===== src/rtl/pkt_win_pkg.sv =====
package pkt_win_pkg;

    // Level on the active-low tone output
    typedef enum logic {
        TONE_PRESENT = 1'b0,
        TONE_ABSENT  = 1'b1
    } tone_lvl_e;

    // System select encoding
    typedef enum logic {
        SYS_16K = 1'b0,
        SYS_12K = 1'b1
    } sys_mode_e;

    // Default history depth (the longer of the two windows)
    localparam int unsigned HIST_DEPTH_DEF = 24;

endpackage


===== src/rtl/pkt_cfg_sel.sv =====
module pkt_cfg_sel #(
    parameter int unsigned WIN_12K = 18,
    parameter int unsigned THR_12K = 15,
    parameter int unsigned WIN_16K = 24,
    parameter int unsigned THR_16K = 20,
    parameter int unsigned LEN_W   = 5
) (
    input  logic             clk_i,
    input  logic             rst_ni,
    input  logic             sys_sel_i,
    output logic             sys_chg_o,
    output logic [LEN_W-1:0] win_len_o,
    output logic [LEN_W-1:0] thr_o
);
    import pkt_win_pkg::*;

    typedef struct packed {
        sys_mode_e sys;
    } cfg_state_t;

    cfg_state_t cfg_d, cfg_q;

    always_comb begin
        cfg_d     = cfg_q;
        cfg_d.sys = sys_mode_e'(sys_sel_i);
        sys_chg_o = (sys_mode_e'(sys_sel_i) != cfg_q.sys);
        if (cfg_q.sys == SYS_12K) begin
            win_len_o = LEN_W'(WIN_12K);
            thr_o     = LEN_W'(THR_12K);
        end else begin
            win_len_o = LEN_W'(WIN_16K);
            thr_o     = LEN_W'(THR_16K);
        end
    end

    always_ff @(posedge clk_i) begin
        if (!rst_ni) begin
            cfg_q.sys <= sys_mode_e'(sys_sel_i);
        end else begin
            cfg_q <= cfg_d;
        end
    end

endmodule


===== src/rtl/pkt_hist_shift.sv =====
module pkt_hist_shift #(
    parameter int unsigned HIST_MAX = 24,
    parameter int unsigned LEN_W    = 5
) (
    input  logic             clk_i,
    input  logic             rst_ni,
    input  logic             clr_i,
    input  logic             shift_i,
    input  logic             bit_i,
    input  logic [LEN_W-1:0] win_len_i,
    output logic             leave_o
);
    localparam int unsigned IDX_W = (HIST_MAX > 1) ? $clog2(HIST_MAX) : 1;

    typedef struct packed {
        logic [HIST_MAX-1:0] bits;
    } hist_state_t;

    hist_state_t hist_d, hist_q;
    logic [IDX_W-1:0] oldest_idx;

    always_comb begin
        hist_d     = hist_q;
        oldest_idx = IDX_W'(win_len_i - LEN_W'(1));
        leave_o    = (win_len_i != '0) ? hist_q.bits[oldest_idx] : 1'b0;
        if (clr_i) begin
            hist_d.bits = '0;
        end else if (shift_i) begin
            hist_d.bits = {hist_q.bits[HIST_MAX-2:0], bit_i};
        end
    end

    always_ff @(posedge clk_i) begin
        if (!rst_ni) begin
            hist_q <= '0;
        end else begin
            hist_q <= hist_d;
        end
    end

endmodule


===== src/rtl/pkt_good_count.sv =====
module pkt_good_count #(
    parameter int unsigned LEN_W = 5
) (
    input  logic             clk_i,
    input  logic             rst_ni,
    input  logic             clr_i,
    input  logic             step_i,
    input  logic             bit_i,
    input  logic             leave_i,
    output logic [LEN_W-1:0] cnt_o,
    output logic [LEN_W-1:0] cnt_next_o
);
    typedef struct packed {
        logic [LEN_W-1:0] cnt;
    } cnt_state_t;

    cnt_state_t cnt_d, cnt_q;

    always_comb begin
        cnt_d = cnt_q;
        if (clr_i) begin
            cnt_d.cnt = '0;
        end else if (step_i) begin
            cnt_d.cnt = cnt_q.cnt + LEN_W'(bit_i) - LEN_W'(leave_i);
        end
        cnt_o      = cnt_q.cnt;
        cnt_next_o = cnt_d.cnt;
    end

    always_ff @(posedge clk_i) begin
        if (!rst_ni) begin
            cnt_q <= '0;
        end else begin
            cnt_q <= cnt_d;
        end
    end

endmodule


===== src/rtl/pkt_hyst_decide.sv =====
module pkt_hyst_decide #(
    parameter int unsigned LEN_W = 5
) (
    input  logic             clk_i,
    input  logic             rst_ni,
    input  logic             clr_i,
    input  logic             eval_i,
    input  logic [LEN_W-1:0] cnt_next_i,
    input  logic [LEN_W-1:0] win_len_i,
    input  logic [LEN_W-1:0] thr_i,
    output logic             tone_n_o
);
    import pkt_win_pkg::*;

    typedef struct packed {
        tone_lvl_e lvl;
    } dec_state_t;

    dec_state_t dec_d, dec_q;
    logic [LEN_W-1:0] bad_next;

    always_comb begin
        dec_d    = dec_q;
        bad_next = win_len_i - cnt_next_i;
        if (clr_i) begin
            dec_d.lvl = TONE_ABSENT;
        end else if (eval_i) begin
            if (cnt_next_i >= thr_i) begin
                dec_d.lvl = TONE_PRESENT;
            end else if (bad_next >= thr_i) begin
                dec_d.lvl = TONE_ABSENT;
            end
        end
        tone_n_o = dec_q.lvl;
    end

    always_ff @(posedge clk_i) begin
        if (!rst_ni) begin
            dec_q.lvl <= TONE_ABSENT;
        end else begin
            dec_q <= dec_d;
        end
    end

endmodule


===== src/rtl/pkt_window_det.sv =====
module pkt_window_det #(
    parameter int unsigned HIST_MAX = pkt_win_pkg::HIST_DEPTH_DEF,
    parameter int unsigned WIN_12K  = 18,
    parameter int unsigned THR_12K  = 15,
    parameter int unsigned WIN_16K  = 24,
    parameter int unsigned THR_16K  = 20
) (
    input  logic clk_i,
    input  logic rst_ni,
    input  logic sys_sel_i,
    input  logic pkt_stb_i,
    input  logic pkt_good_i,
    output logic tone_n_o
);
    localparam int unsigned LEN_W = $clog2(HIST_MAX + 1);

    logic             sys_chg;
    logic [LEN_W-1:0] win_len;
    logic [LEN_W-1:0] thr;
    logic             stb_eff;
    logic             leave_bit;
    logic [LEN_W-1:0] cnt_q;
    logic [LEN_W-1:0] cnt_next;

    // A strobe coinciding with a system change is dropped
    assign stb_eff = pkt_stb_i && !sys_chg;

    pkt_cfg_sel #(
        .WIN_12K (WIN_12K),
        .THR_12K (THR_12K),
        .WIN_16K (WIN_16K),
        .THR_16K (THR_16K),
        .LEN_W   (LEN_W)
    ) u_cfg (
        .clk_i     (clk_i),
        .rst_ni    (rst_ni),
        .sys_sel_i (sys_sel_i),
        .sys_chg_o (sys_chg),
        .win_len_o (win_len),
        .thr_o     (thr)
    );

    pkt_hist_shift #(
        .HIST_MAX (HIST_MAX),
        .LEN_W    (LEN_W)
    ) u_hist (
        .clk_i     (clk_i),
        .rst_ni    (rst_ni),
        .clr_i     (sys_chg),
        .shift_i   (stb_eff),
        .bit_i     (pkt_good_i),
        .win_len_i (win_len),
        .leave_o   (leave_bit)
    );

    pkt_good_count #(
        .LEN_W (LEN_W)
    ) u_cnt (
        .clk_i      (clk_i),
        .rst_ni     (rst_ni),
        .clr_i      (sys_chg),
        .step_i     (stb_eff),
        .bit_i      (pkt_good_i),
        .leave_i    (leave_bit),
        .cnt_o      (cnt_q),
        .cnt_next_o (cnt_next)
    );

    pkt_hyst_decide #(
        .LEN_W (LEN_W)
    ) u_dec (
        .clk_i      (clk_i),
        .rst_ni     (rst_ni),
        .clr_i      (sys_chg),
        .eval_i     (stb_eff),
        .cnt_next_i (cnt_next),
        .win_len_i  (win_len),
        .thr_i      (thr),
        .tone_n_o   (tone_n_o)
    );

endmodule


===== config.mk =====
export PLATFORM = sky130hd
export DESIGN_NAME = pkt_window_det
export DESIGN_NICKNAME = d
export VERILOG_FILES = /design/src/rtl/pkt_win_pkg.sv /design/src/rtl/pkt_cfg_sel.sv /design/src/rtl/pkt_hist_shift.sv /design/src/rtl/pkt_good_count.sv /design/src/rtl/pkt_hyst_decide.sv /design/src/rtl/pkt_window_det.sv
export SDC_FILE = /design/constraint.sdc
export NUM_CORES = 1
export LEC_CHECK = 0
export ABC_AREA = 1
export BUFFER_PORTS_ARGS = -buffer_cell sky130_fd_sc_hd__buf_2
export CORE_ASPECT_RATIO = 0.7
export CORE_MARGIN = 2
export CORE_UTILIZATION = 40
export DETAILED_ROUTE_END_ITERATION = 8
export SYNTH_ARGS = -nofsm -noshare
export SYNTH_HDL_FRONTEND = slang
export SYNTH_SLANG_ARGS = --single-unit
export TNS_END_PERCENT = 20

===== constraint.sdc =====
create_clock -name clk_i -period 4.66 [get_ports clk_i]
set_input_delay 0.699 -clock clk_i [delete_from_list [all_inputs] [get_ports clk_i]]
set_output_delay 0.699 -clock clk_i [all_outputs]
set_load 0.02 [all_outputs]

# ---- Yosys cells after proc, flatten, opt, wreduce, memory -nomap -nowiden
# Cells that the tools add are included.
dict set report word_totals {
  register_bits 31
  word_cells 28
}
dict set report op_classes {
  bitwise 1
  magnitude_cmp 3
  mux 9
  n_eq_ne 1
  reduce_logical 6
  add_sub_neg 4
}
# op n
set op_table {}
lappend op_table {{5-bit 2-to-1 mux} 3}
lappend op_table {{5-bit greater-or-equal comparator} 2}
lappend op_table {{5-bit by 6-bit < comparator with 1-bit output (second input constant)} 1}
lappend op_table {{5-bit by 1-bit adder with 5-bit output} 1}
lappend op_table {{1-bit binary-select mux with 5-bit select} 1}
lappend op_table {{5-bit nonzero test} 1}
lappend op_table {{5-bit by 1-bit subtractor with 5-bit output} 1}
lappend op_table {{5-bit by 1-bit subtractor with 5-bit output (second input constant)} 1}
lappend op_table {{5-bit subtractor} 1}
lappend op_table {{1-bit 2-to-1 mux} 4}
lappend op_table {{4-bit 2-to-1 mux} 1}
lappend op_table {{2-bit AND reduction} 1}
lappend op_table {{2-bit nonzero test} 1}
lappend op_table {{2-bit OR reduction} 1}
lappend op_table {{1-bit logical AND} 1}
lappend op_table {{1-bit logical NOT} 1}
lappend op_table {{1-bit inequality test} 1}
lappend op_table {{1-bit NOT} 1}

# ---- Depth between registers and ports, before layout
# Gate-level depths: netlist of run 1.
dict set report depth {
  ltp_word 12
  depth_mapped 28
  depth_no_buf 28
}

# ---- Hierarchy
# From an unflattened synthesis of run 1, not the netlist that was laid out.
dict set report hier_totals {
  cells_unflattened 324
  hier_area_um2 2162.1
}
# module instances cells_per_inst area_per_inst_um2 seq_area_each_um2
set modules_own_cells {}
lappend modules_own_cells {pkt_hist_shift 1 177 1198.6 480.5}
lappend modules_own_cells {pkt_hyst_decide 1 66 434.2 20.0}
lappend modules_own_cells {pkt_good_count 1 62 402.9 100.1}
lappend modules_own_cells {pkt_cfg_sel 1 17 116.4 20.0}
lappend modules_own_cells {pkt_window_det 1 2 10.0 0.0}

# ---- Least setup slack after synthesis of run 1
# OpenSTA, ideal clock, no wires.
dict set report synth_timing {
  kind {register to register}
  start {register u_cfg.cfg_q}
  end {register u_dec.dec_q, in the netlist u_dec.tone_n_o}
  setup_ps 59
  arrival_time_ps 3413
  setup_slack_ps 1188
  path_stages_with_launch 27
  required_time_ps 4601
  cell_sequence {dfxtp_1 inv_2 o21ai_0 ha_1 inv_1 ha_1 inv_1 fa_1 nand2_1 o21ai_0 nor2_1 fa_1 inv_1 nand2_1 inv_1 nand3_2 nand3b_1 nand2_1 ha_1 nand2_1 a21oi_1 nand3_1 nand2_1 nand2_1 nand2_1 nand2_1 nand2_1}
}
dict set report synth_via {
  elab_chain_cells 12
  elab_cells_between_ends 20
}
# element line
set synth_lines {}
lappend synth_lines {{start, declared} pkt_cfg_sel.sv:21} ;# cfg_state_t cfg_d, cfg_q;
lappend synth_lines {{start signal, assigned} pkt_cfg_sel.sv:40} ;# cfg_q <= cfg_d;
lappend synth_lines {{4-bit 2-to-1 mux} pkt_cfg_sel.sv:27} ;# if (cfg_q.sys == SYS_12K) begin
lappend synth_lines {{5-bit by 1-bit subtractor with 5-bit output} pkt_hist_shift.sv:24} ;# oldest_idx = IDX_W'(win_len_i - LEN_W'(1));
lappend synth_lines {{1-bit binary-select mux with 5-bit select} pkt_hist_shift.sv:25} ;# leave_o = (win_len_i != '0) ? hist_q.bits[oldest_idx] : 1'b0;
lappend synth_lines {{1-bit 2-to-1 mux (implied by the code)} pkt_hist_shift.sv:25}
lappend synth_lines {{1-bit 2-to-1 mux} pkt_hist_shift.sv:25}
lappend synth_lines {{5-bit by 1-bit subtractor with 5-bit output} pkt_good_count.sv:24} ;# cnt_d.cnt = cnt_q.cnt + LEN_W'(bit_i) - LEN_W'(leave_i);
lappend synth_lines {{5-bit 2-to-1 mux} pkt_good_count.sv:23} ;# end else if (step_i) begin
lappend synth_lines {{5-bit 2-to-1 mux (*)} pkt_good_count.sv:21} ;# if (clr_i) begin
lappend synth_lines {{via cnt_next[1]} pkt_window_det.sv:23} ;# logic [LEN_W-1:0] cnt_next;
lappend synth_lines {{5-bit subtractor} pkt_hyst_decide.sv:24} ;# bad_next = win_len_i - cnt_next_i;
lappend synth_lines {{5-bit greater-or-equal comparator} pkt_hyst_decide.sv:30} ;# end else if (bad_next >= thr_i) begin
lappend synth_lines {{2-bit nonzero test (no source line)} n/a}
lappend synth_lines {{2-bit AND reduction (no source line)} n/a}
lappend synth_lines {{end, declared} pkt_hyst_decide.sv:19} ;# dec_state_t dec_d, dec_q;
# Mark *: on every way through the listed nets, which the timed path passes. The rest lies on a longest branch. The select of a mux whose other input is x is not followed.
# A chain may end at the register's enable or synchronous reset.

# ---- Final worst setup path of run 1
# Same ends and word-level chain as after synthesis.

==> results of run 1 <==
[placed cells by master (no fill, tap or decap), drive strengths merged]
| cell | synthesis | layout |
|---|---|---|
| o21ai | 30 | 30 |
| fa | 2 | 2 |
| inv | 34 | 34 |
| dfxtp | 31 | 31 |
| clkinv | 0 | 1 |
| clkbuf | 4 | 6 |
| ha | 13 | 13 |
| a21o | 1 | 1 |
| buf | 3 | 6 |
| nor2 | 51 | 51 |
| o211ai | 1 | 1 |
| bufinv | 0 | 1 |
| nand3b | 1 | 1 |
| nand2b | 1 | 1 |
| nand2 | 38 | 38 |
| nand3 | 12 | 12 |
| a21oi | 11 | 11 |
| xor2 | 1 | 1 |
[through the flow]
| stage | cell area, um^2 | utilization, % | hold WS, ns | setup slack, ns | power [uW] |
|---|---|---|---|---|---|
| final | 1870 | 46.9 | 0.462 | 0.780 | 693 |
| after global routing | 1870 | 46.9 | 0.485 | 0.413 | 733 |
| after CTS | 1870 | 46.9 | 0.461 | 0.748 | 701 |
| after detailed placement | 1750 | 43.9 | 0.447 | 0.763 | 425 |
| after global placement | 1750 | 43.9 | 0.444 | 0.849 | 424 |
| after floorplan | 1690 | - | 0.429 | 1.19 | 398 |
[metal layers]
layer	global-route usage [%]	routed length [um]	vias up
met2	19.1	1200	17
met1	25.0	1930	603
met5	0	0	-
met3	4.75	135	2
met4	2.86	11	0
li1	-	-	751
[state kept, by name, summed over array words and instances (netlist names)]
signal          cells
u_hist.hist_q      24
u_cnt.cnt_o         5
u_cfg.cfg_q         1
u_dec.tone_n_o      1
[worst max-delay path, delay by kind of cell, from the launching register on]
family          cells  cell delay [ns]
compound gates      3             0.34
simple gates       14             0.94
buf+inv             6             0.58
flops               1             0.30
fa+ha+maj           5             1.64
[power breakdown]
| group | switching [uW] | internal, uW |
|---|---|---|
| registers | 7.33 | 280 |
| clock network | 99.8 | 173 |
| logic | 85.5 | 47.7 |
| total | 193 | 501 |
[worst paths after layout]
kind,start,end,slack [ns],cells after the start
worst max-delay path,u_cfg.cfg_q,u_dec.tone_n_o,0.78,28
worst min-delay path,u_hist.hist_q[0],u_hist.hist_q[0],0.46,2
worst max register to register,u_cfg.cfg_q,u_dec.tone_n_o,0.78,28
worst min register to register,u_hist.hist_q[0],u_hist.hist_q[0],0.46,2
[final cells by class]
type                            instances  area (um^2)
Clock inverter                          2         35.0
Multi-Input combinational cell        162          906
Fill cell                             433         2120
Tap cell                               52         65.1
Clock buffer                            6         82.6
Timing Repair Buffer                    6         32.5
Inverter                               34          130
Sequential cell                        31          621
[cell families (layout without fill, tap and decap cells)]
kind of cell / count (synthesis) / in the layout / synth area share [%]
adder cells (fa/ha/maj): 15 / 15 / 12.0
flip-flops: 31 / 31 / 36.7
AND/OR/NAND/NOR: 103 / 103 / 28.1
AO/OA/AOI/OAI: 43 / 43 / 13.0
buffers and inverters: 41 / 48 / 9.63
XOR/XNOR: 1 / 1 / 0.519
==> impl_metrics.sql, run 1 <==
INSERT INTO impl_metrics (metric_group, metric, value, unit) VALUES
('status', 'outcome', 'finished, final reports clean', ''),
('floorplan', 'die_area', '0.00477', 'mm^2'),
('worst_setup_path', 'critical_path_arrival', '4.10', 'ns'),
('clock_network', 'cts_hold_buffers', '0', ''),
('clock_network', 'htreeDepth', '2', ''),
('synthesis', 'mappedNetlistNets', '254', ''),
('timing', 'final_max_slew_viol_count', '0', ''),
('synthesis', 'synth_flop_type', 'sky130_fd_sc_hd__dfxtp_1', ''),
('cells_and_area', 'drive_above_1_share', '12.4', '%'),
('global_route', 'grt_start_max_net_pins', '29', ''),
('placement', 'finalWeightedCongestion', '0.782', ''),
('global_route', 'grtUsageTotal', '15.3', '%'),
('cells_and_area', 'final_nets', '260', ''),
('clock_network', 'cts-root-buf', 'sky130_fd_sc_hd__clkbuf_8', ''),
('cells_and_area', 'area_growth', '10.8', '%'),
('placement', 'numPlacedInstances', '285', ''),
('worst_setup_path', 'timing.critical_path.from_type', 'flip-flop', ''),
('synthesis', 'synth-async-reset-ratio', '0', '%'),
('synthesis', 'synth.most_common_cell', 'sky130_fd_sc_hd__nor2_1', ''),
('synthesis', 'ys_ff_latch', '31', ''),
('timing', 'rsz_0062_raised_after_global_routing', 'false', ''),
('clock_network', 'postCtsResizedCells', '0', ''),
('clock_network', 'cts_setup_buffers', '0', ''),
('clock_network', 'clkLatencyLatePin', '0.28', 'ns'),
('synthesis', 'netlist_top_cells_count', '48 x sky130_fd_sc_hd__nor2_1, 32 x sky130_fd_sc_hd__nand2_1, 31 x sky130_fd_sc_hd__dfxtp_1, 30 x sky130_fd_sc_hd__inv_1, 29 x sky130_fd_sc_hd__o21ai_0', ''),
('floorplan', 'io_pins', '6', ''),
('floorplan', 'placement_rows', '19', ''),
('min_path', 'timing.hold.worst.class', 'flip-flop to flip-flop', ''),
('worst_setup_path', 'critPathMaxStageDelay', '0.48', 'ns'),
('worst_setup_path', 'setup.worst_path.class', 'flip-flop to flip-flop', ''),
('synthesis', 'netlist.area_leader.share', '36.7', '%'),
('global_route', 'grt_pass1_vias', '1181', ''),
('clock_network', 'cts_made_buffers', '5', ''),
('clock_network', 'cts_max_path_buffers', '2', ''),
('floorplan', 'die_h', '58.4', 'um'),
('cells_and_area', 'finish.cell_count_without_fillers', '293', ''),
('timing', 'worst_clock_skew', '0.00719', 'ns'),
('drt', 'finalWirelength', '3270', 'um'),
('run', 'cap_violations', '0', ''),
('worst_setup_path', 'path_max_fanout', '10', ''),
('clock_network', 'cts_tree', 'built', ''),
('pwr', 'power.leakage', '0.000910', 'uW'),
('placement', 'hpwl', '2310', 'um'),
('synthesis', 'synthesis.area_per_instance', '7.22', 'um^2'),
('pwr', 'irDropWorstVdd', '0.000235', 'V'),
('synthesis', 'number_of_enable_flip_flop_cells_after_synthesis', '0', ''),
('global_route', 'grt.overflow.total', '0', ''),
('cells_and_area', 'antenna_cells', '0', ''),
('floorplan', 'core-area', '0.00399', 'mm^2'),
('floorplan', 'starting_utilization_of_the_core_area', '42.3', '%'),
('timing', 'max_freq', '258', 'MHz'),
('clock_network', 'clk_transition_reported_paths', '0.07', 'ns'),
('synthesis', 'synthCells', '234', ''),
('synthesis', 'netlist-cell-type-count', '26', ''),
('synthesis', 'netlist_top_cells_area', 'sky130_fd_sc_hd__dfxtp_1 37%, sky130_fd_sc_hd__nor2_1 11%, sky130_fd_sc_hd__ha_1 9.6%', ''),
('timing', 'timing_worst_slew_pin_value', '0.476', 'ns'),
('timing', 'timing.max_slew.rel_slack', '68.2', '%'),
('drt', 'detailedRoute.firstPassIterationCount', '4', ''),
('timing', 'timing.final.setup_violations', '0', ''),
('timing', 'final.period_utilization', '83.3', '%'),
('pwr', 'p_per_area', '370', 'mW/mm^2'),
('synthesis', 'synth.cell_area', '0.00169', 'mm^2'),
('drt', 'antenna_left', '0', ''),
('worst_setup_path', 'critical_path.slowest_cell', 'sky130_fd_sc_hd__fa_1', ''),
('timing', 'timing_hold_violations_final', '0', ''),
('timing', 'tns', '0', 'ns'),
('worst_setup_path', 'most_used_cell_cp', 'sky130_fd_sc_hd__nand2_1', ''),
('floorplan', 'die_width', '81.7', 'um'),
('synthesis', 'synthesis.yosys.warnings', '0', ''),
('drt', 'detailroute.via_count', '1373', ''),
('drt', 'via_per_inst', '4.69', '');
Power figures use the tool's default switching activity.
==> inputs of run 2 (changes only) <==
- ABC_AREA: 1 -> 0
- clock period: 4.66 -> 3.7 ns (I/O delays scaled with it)
==> run 2 against run 1 <==
Critical path type unchanged. Power rose by 3.3%. Critical path depth fell by 10. The flow now finishes with violations (negative setup slack). Register-to-register slack got worse by 0.88 ns. Global-route usage fell by 0.16 points. Critical endpoint unchanged. Final area rose by 5.6%. Worst setup slack got worse by 0.88 ns.
==> impl_metrics.sql, run 2 <==
INSERT INTO impl_metrics (metric_group, metric, value, unit) VALUES
('synthesis', 'synth.cell_area', '0.00169', 'mm^2'),
('cells_and_area', 'area_growth', '17.0', '%'),
('placement', 'placed_area', '0.00186', 'mm^2'),
('timing', 'rsz_0062_raised_after_global_routing', 'true', ''),
('drt', 'antenna_left', '0', ''),
('clock_network', 'htreeDepth', '2', ''),
('cells_and_area', 'drive_above_1_share', '23.2', '%'),
('floorplan', 'placement_rows', '19', ''),
('synthesis', 'library_cell_occupying_the_most_area_in_the_post_synthesis_netlist', 'sky130_fd_sc_hd__dfxtp_1', ''),
('synthesis', 'netlist.area_leader.share', '36.7', '%'),
('clock_network', 'clkLatencyLatePin', '0.28', 'ns'),
('pwr', 'power.leakage', '0.000870', 'uW'),
('status', 'violated_checks', 'negative setup slack', ''),
('synthesis', 'mappedNetlistNets', '197', ''),
('pwr', 'p_per_area', '362', 'mW/mm^2'),
('floorplan', 'die_h', '58.4', 'um'),
('synthesis', 'number_of_enable_flip_flop_cells_after_synthesis', '0', ''),
('floorplan', 'core-area', '0.00399', 'mm^2'),
('placement', 'hpwl', '2200', 'um'),
('cells_and_area', 'final_nets', '213', ''),
('worst_setup_path', 'most_used_cell_cp', 'sky130_fd_sc_hd__inv_2', ''),
('worst_setup_path', 'critical_path_depth', '18', ''),
('synthesis', 'synthCells', '177', ''),
('global_route', 'grtUsageTotal', '15.1', '%'),
('worst_setup_path', 'timing.critical_path.from_type', 'flip-flop', ''),
('floorplan', 'die_width', '81.7', 'um'),
('synthesis', 'synthesis.yosys.warnings', '0', ''),
('timing', 'max_freq', '263', 'MHz'),
('global_route', 'grtUsageMet3', '5.52', '%'),
('cells_and_area', 'antenna_cells', '0', ''),
('global_route', 'grt_start_max_net_pins', '28', ''),
('floorplan', 'die_area', '0.00477', 'mm^2'),
('worst_setup_path', 'critPathCaptureType', 'flip-flop', ''),
('drt', 'finalWirelength', '3080', 'um'),
('global_route', 'grt.overflow.total', '0', ''),
('global_route', 'globalRouteMet1Util', '20.2', '%'),
('drt', 'detailedRoute.firstPassIterationCount', '4', ''),
('drt', 'wl_per_cell', '12.5', 'um'),
('clock_network', 'cts_max_path_buffers', '2', ''),
('worst_setup_path', 'cp_top_family', 'adder cells', ''),
('timing', 'timing_hold_violations_final', '0', ''),
('status', 'outcome', 'finished, violations left', ''),
('worst_setup_path', 'critPathMaxStageDelay', '0.47', 'ns'),
('placement', 'count_of_input_and_output_buffers', '5', ''),
('worst_setup_path', 'setup.worst_path.class', 'flip-flop to flip-flop', ''),
('drt', 'via_per_inst', '5.03', ''),
('cells_and_area', 'largest_register', 'u_hist.hist_q', ''),
('pwr', 'fin_total_pwr', '716', 'uW'),
('global_route', 'grt_pass1_vias', '1195', ''),
('min_path', 'hold-path-cell-count', '2', ''),
('floorplan', 'starting_utilization_of_the_core_area', '42.3', '%'),
('worst_setup_path', 'critical_path_arrival', '3.92', 'ns'),
('cells_and_area', 'flip_flop_count_of_the_largest_register_after_layout', '24', ''),
('synthesis', 'ys_ff_latch', '31', ''),
('synthesis', 'synthesis.area_per_instance', '9.55', 'um^2'),
('clock_network', 'cts_made_buffers', '5', ''),
('timing', 'timing.final.setup_violations', '1', ''),
('min_path', 'timing.hold.worst.class', 'flip-flop to flip-flop', ''),
('synthesis', 'synth.most_common_cell', 'sky130_fd_sc_hd__nor2_1', ''),
('global_route', 'grt_pass1_wl', '5420', 'um'),
('synthesis', 'synth_flop_type', 'sky130_fd_sc_hd__dfxtp_1', ''),
('global_route', 'grt_util_met2', '23.2', '%'),
('drt', 'detail_route.drc_violations', '0', ''),
('timing', 'worst_clock_skew', '0.00468', 'ns'),
('worst_setup_path', 'critical_path.slowest_cell', 'sky130_fd_sc_hd__fa_1', ''),
('timing', 'final_max_slew_viol_count', '0', ''),
('timing', 'timing.max_slew.rel_slack', '43.8', '%'),
('synthesis', 'synth-async-reset-ratio', '0', '%'),
('clock_network', 'cts-root-buf', 'sky130_fd_sc_hd__clkbuf_8', ''),
('placement', 'finalWeightedCongestion', '0.862', ''),
('run', 'cap_violations', '0', ''),
('placement', 'numPlacedInstances', '238', ''),
('cells_and_area', 'mostFrequentLayoutCells', '36 x sky130_fd_sc_hd__nor2_1, 30 x sky130_fd_sc_hd__dfxtp_1, 28 x sky130_fd_sc_hd__mux2i_1', ''),
('timing', 'timing_worst_slew_pin_value', '0.841', 'ns'),
('cells_and_area', 'postLayoutCellArea', '0.00198', 'mm^2'),
('worst_setup_path', 'path_buf_inv', '3', ''),
('cells_and_area', 'finish.cell_count_without_fillers', '246', ''),
('worst_setup_path', 'cp_data_required_time', '3.83', 'ns'),
('timing', 'timing.final.ws_setup', '-0.0954', 'ns'),
('cells_and_area', 'utilization', '49.5', '%'),
('clock_network', 'clk_transition_reported_paths', '0.06', 'ns'),
('drt', 'detailroute.via_count', '1238', ''),
('worst_setup_path', 'worstPathCellList', 'mux2_4 > ha_4 > inv_2 > ha_4 > inv_2 > fa_1 > mux2_4 > nand2b_4 > inv_2 > fa_2 > nor4_4 > a2bb2oi_2 > xnor2_1 > ha_1 > a21oi_1 > o31ai_1 > a2111oi_1 > a41oi_1', ''),
('clock_network', 'cts_tree', 'built', ''),
('worst_setup_path', 'path_max_fanout', '2', ''),
('global_route', 'top_usage_layer', 'met2', ''),
('worst_setup_path', 'r2r_cells', '18', ''),
('floorplan', 'io_pins', '6', ''),
('synthesis', 'netlist_top_cells_area', 'sky130_fd_sc_hd__dfxtp_1 37%, sky130_fd_sc_hd__mux2i_1 17%, sky130_fd_sc_hd__ha_1 9.6%', ''),
('timing', 'timing.final.crit_period', '3.80', 'ns'),
('clock_network', 'numClockSinks', '31', ''),
('synthesis', 'synth_sequential_area_ratio', '36.7', '%'),
('pwr', 'irDropWorstVdd', '0.000321', 'V'),
('global_route', 'grt_antenna_before_repair', '0', ''),
('synthesis', 'netlist_top_cells_count', '36 x sky130_fd_sc_hd__nor2_1, 31 x sky130_fd_sc_hd__dfxtp_1, 28 x sky130_fd_sc_hd__mux2i_1, 14 x sky130_fd_sc_hd__inv_1, 13 x sky130_fd_sc_hd__ha_1', ''),
('drt', 'drt_first_iter_violations', '60', ''),
('cells_and_area', 'final_common_cell', 'sky130_fd_sc_hd__nor2_1', ''),
('synthesis', 'netlist-cell-type-count', '36', ''),
('timing', 'final.period_utilization', '103', '%');
-- run 2: cell count changes in the layout (fill, tap and decap cells not counted), moves of 6 or more --
cell	before	now
sky130_fd_sc_hd__mux2i_1	0	28
sky130_fd_sc_hd__o21ai_0	29	1
sky130_fd_sc_hd__nand2_1	32	5
sky130_fd_sc_hd__inv_1	30	11
sky130_fd_sc_hd__nor2_1	48	36
sky130_fd_sc_hd__buf_4	1	11
sky130_fd_sc_hd__nand3_1	9	1
sky130_fd_sc_hd__xnor2_1	0	6
-- run 2: logic make-up after synthesis --
group	count (synthesis)	synth area share (%)
and+or+nand+nor	54	15.2
DFF	31	36.7
muxes	30	17.9
buffers and inverters	21	6.00
AOI/OAI and AO/OA	18	8.07
adders and majority gates	15	12.0
xor gates and xnor gates	8	4.15
-- run 2: final timing paths --
| kind | from | endpoint | slack [ns] |
|---|---|---|---|
| min | u_hist.hist_q[1] | u_hist.hist_q[1] | 0.49 |
| max reg2reg | u_cfg.cfg_q | u_dec.tone_n_o | -0.1 |
| max | u_cfg.cfg_q | u_dec.tone_n_o | -0.1 |
| min reg2reg | u_hist.hist_q[1] | u_hist.hist_q[1] | 0.49 |
-- run 2: layout make-up --
cell class / count / area [um^2]
flip-flops and latches: 31 / 622
fillers: 377 / 2020
inverters: 14 / 52.6
clock inverters: 2 / 12.5
well taps: 52 / 65.1
multi-input cells: 125 / 1040
repair buffers: 16 / 108
clock buffers: 6 / 72.6
-- run 2: layer usage --
layer | share of wire (%) | vias up
li1 | - | 625
met1 | 46 | 593
met2 | 48 | 18
met3 | 4.8 | 2
met4 | 0.55 | 0
met5 | 0 | -
-- run 2: through the flow --
step                      hold slack, ns  setup slack, ns  TNS (ns)
final                              0.493          -0.0954   -0.0954
after global routing               0.501           -0.233    -0.233
after CTS                          0.492          -0.0242   -0.0242
after detailed placement           0.483           -0.128    -0.128
after global placement             0.476          -0.0271   -0.0271
after floorplan                    0.460          -0.0927   -0.0927
-- run 2: timing repair --
| item | in CTS | in global routing |
|---|---|---|
| endpoints found under the setup margin | 1 | 1 |
| endpoints found under the hold margin | 0 | 0 |
| gates resized for setup | 7 | 0 |
| setup buffers | 0 | 0 |
| hold buffers | 0 | 0 |
| pin swaps | 1 | 0 |
-- run 2: where the power goes --
part / switching, uW / leakage [uW] / internal, uW / total, uW
clock: 121 / 0.0000412 / 131 / 252
combinational: 68.8 / 0.000578 / 55.0 / 124
sequential: 3.09 / 0.000250 / 338 / 341
total: 193 / 0.000870 / 524 / 716
-- run 2: tightest hold or removal path: cells and delay by family (launching register included) --
kind             cells  cell delay [ns]
AND/OR/NAND/NOR      1             0.07
multiplexers         1             0.06
flip-flops           1             0.33
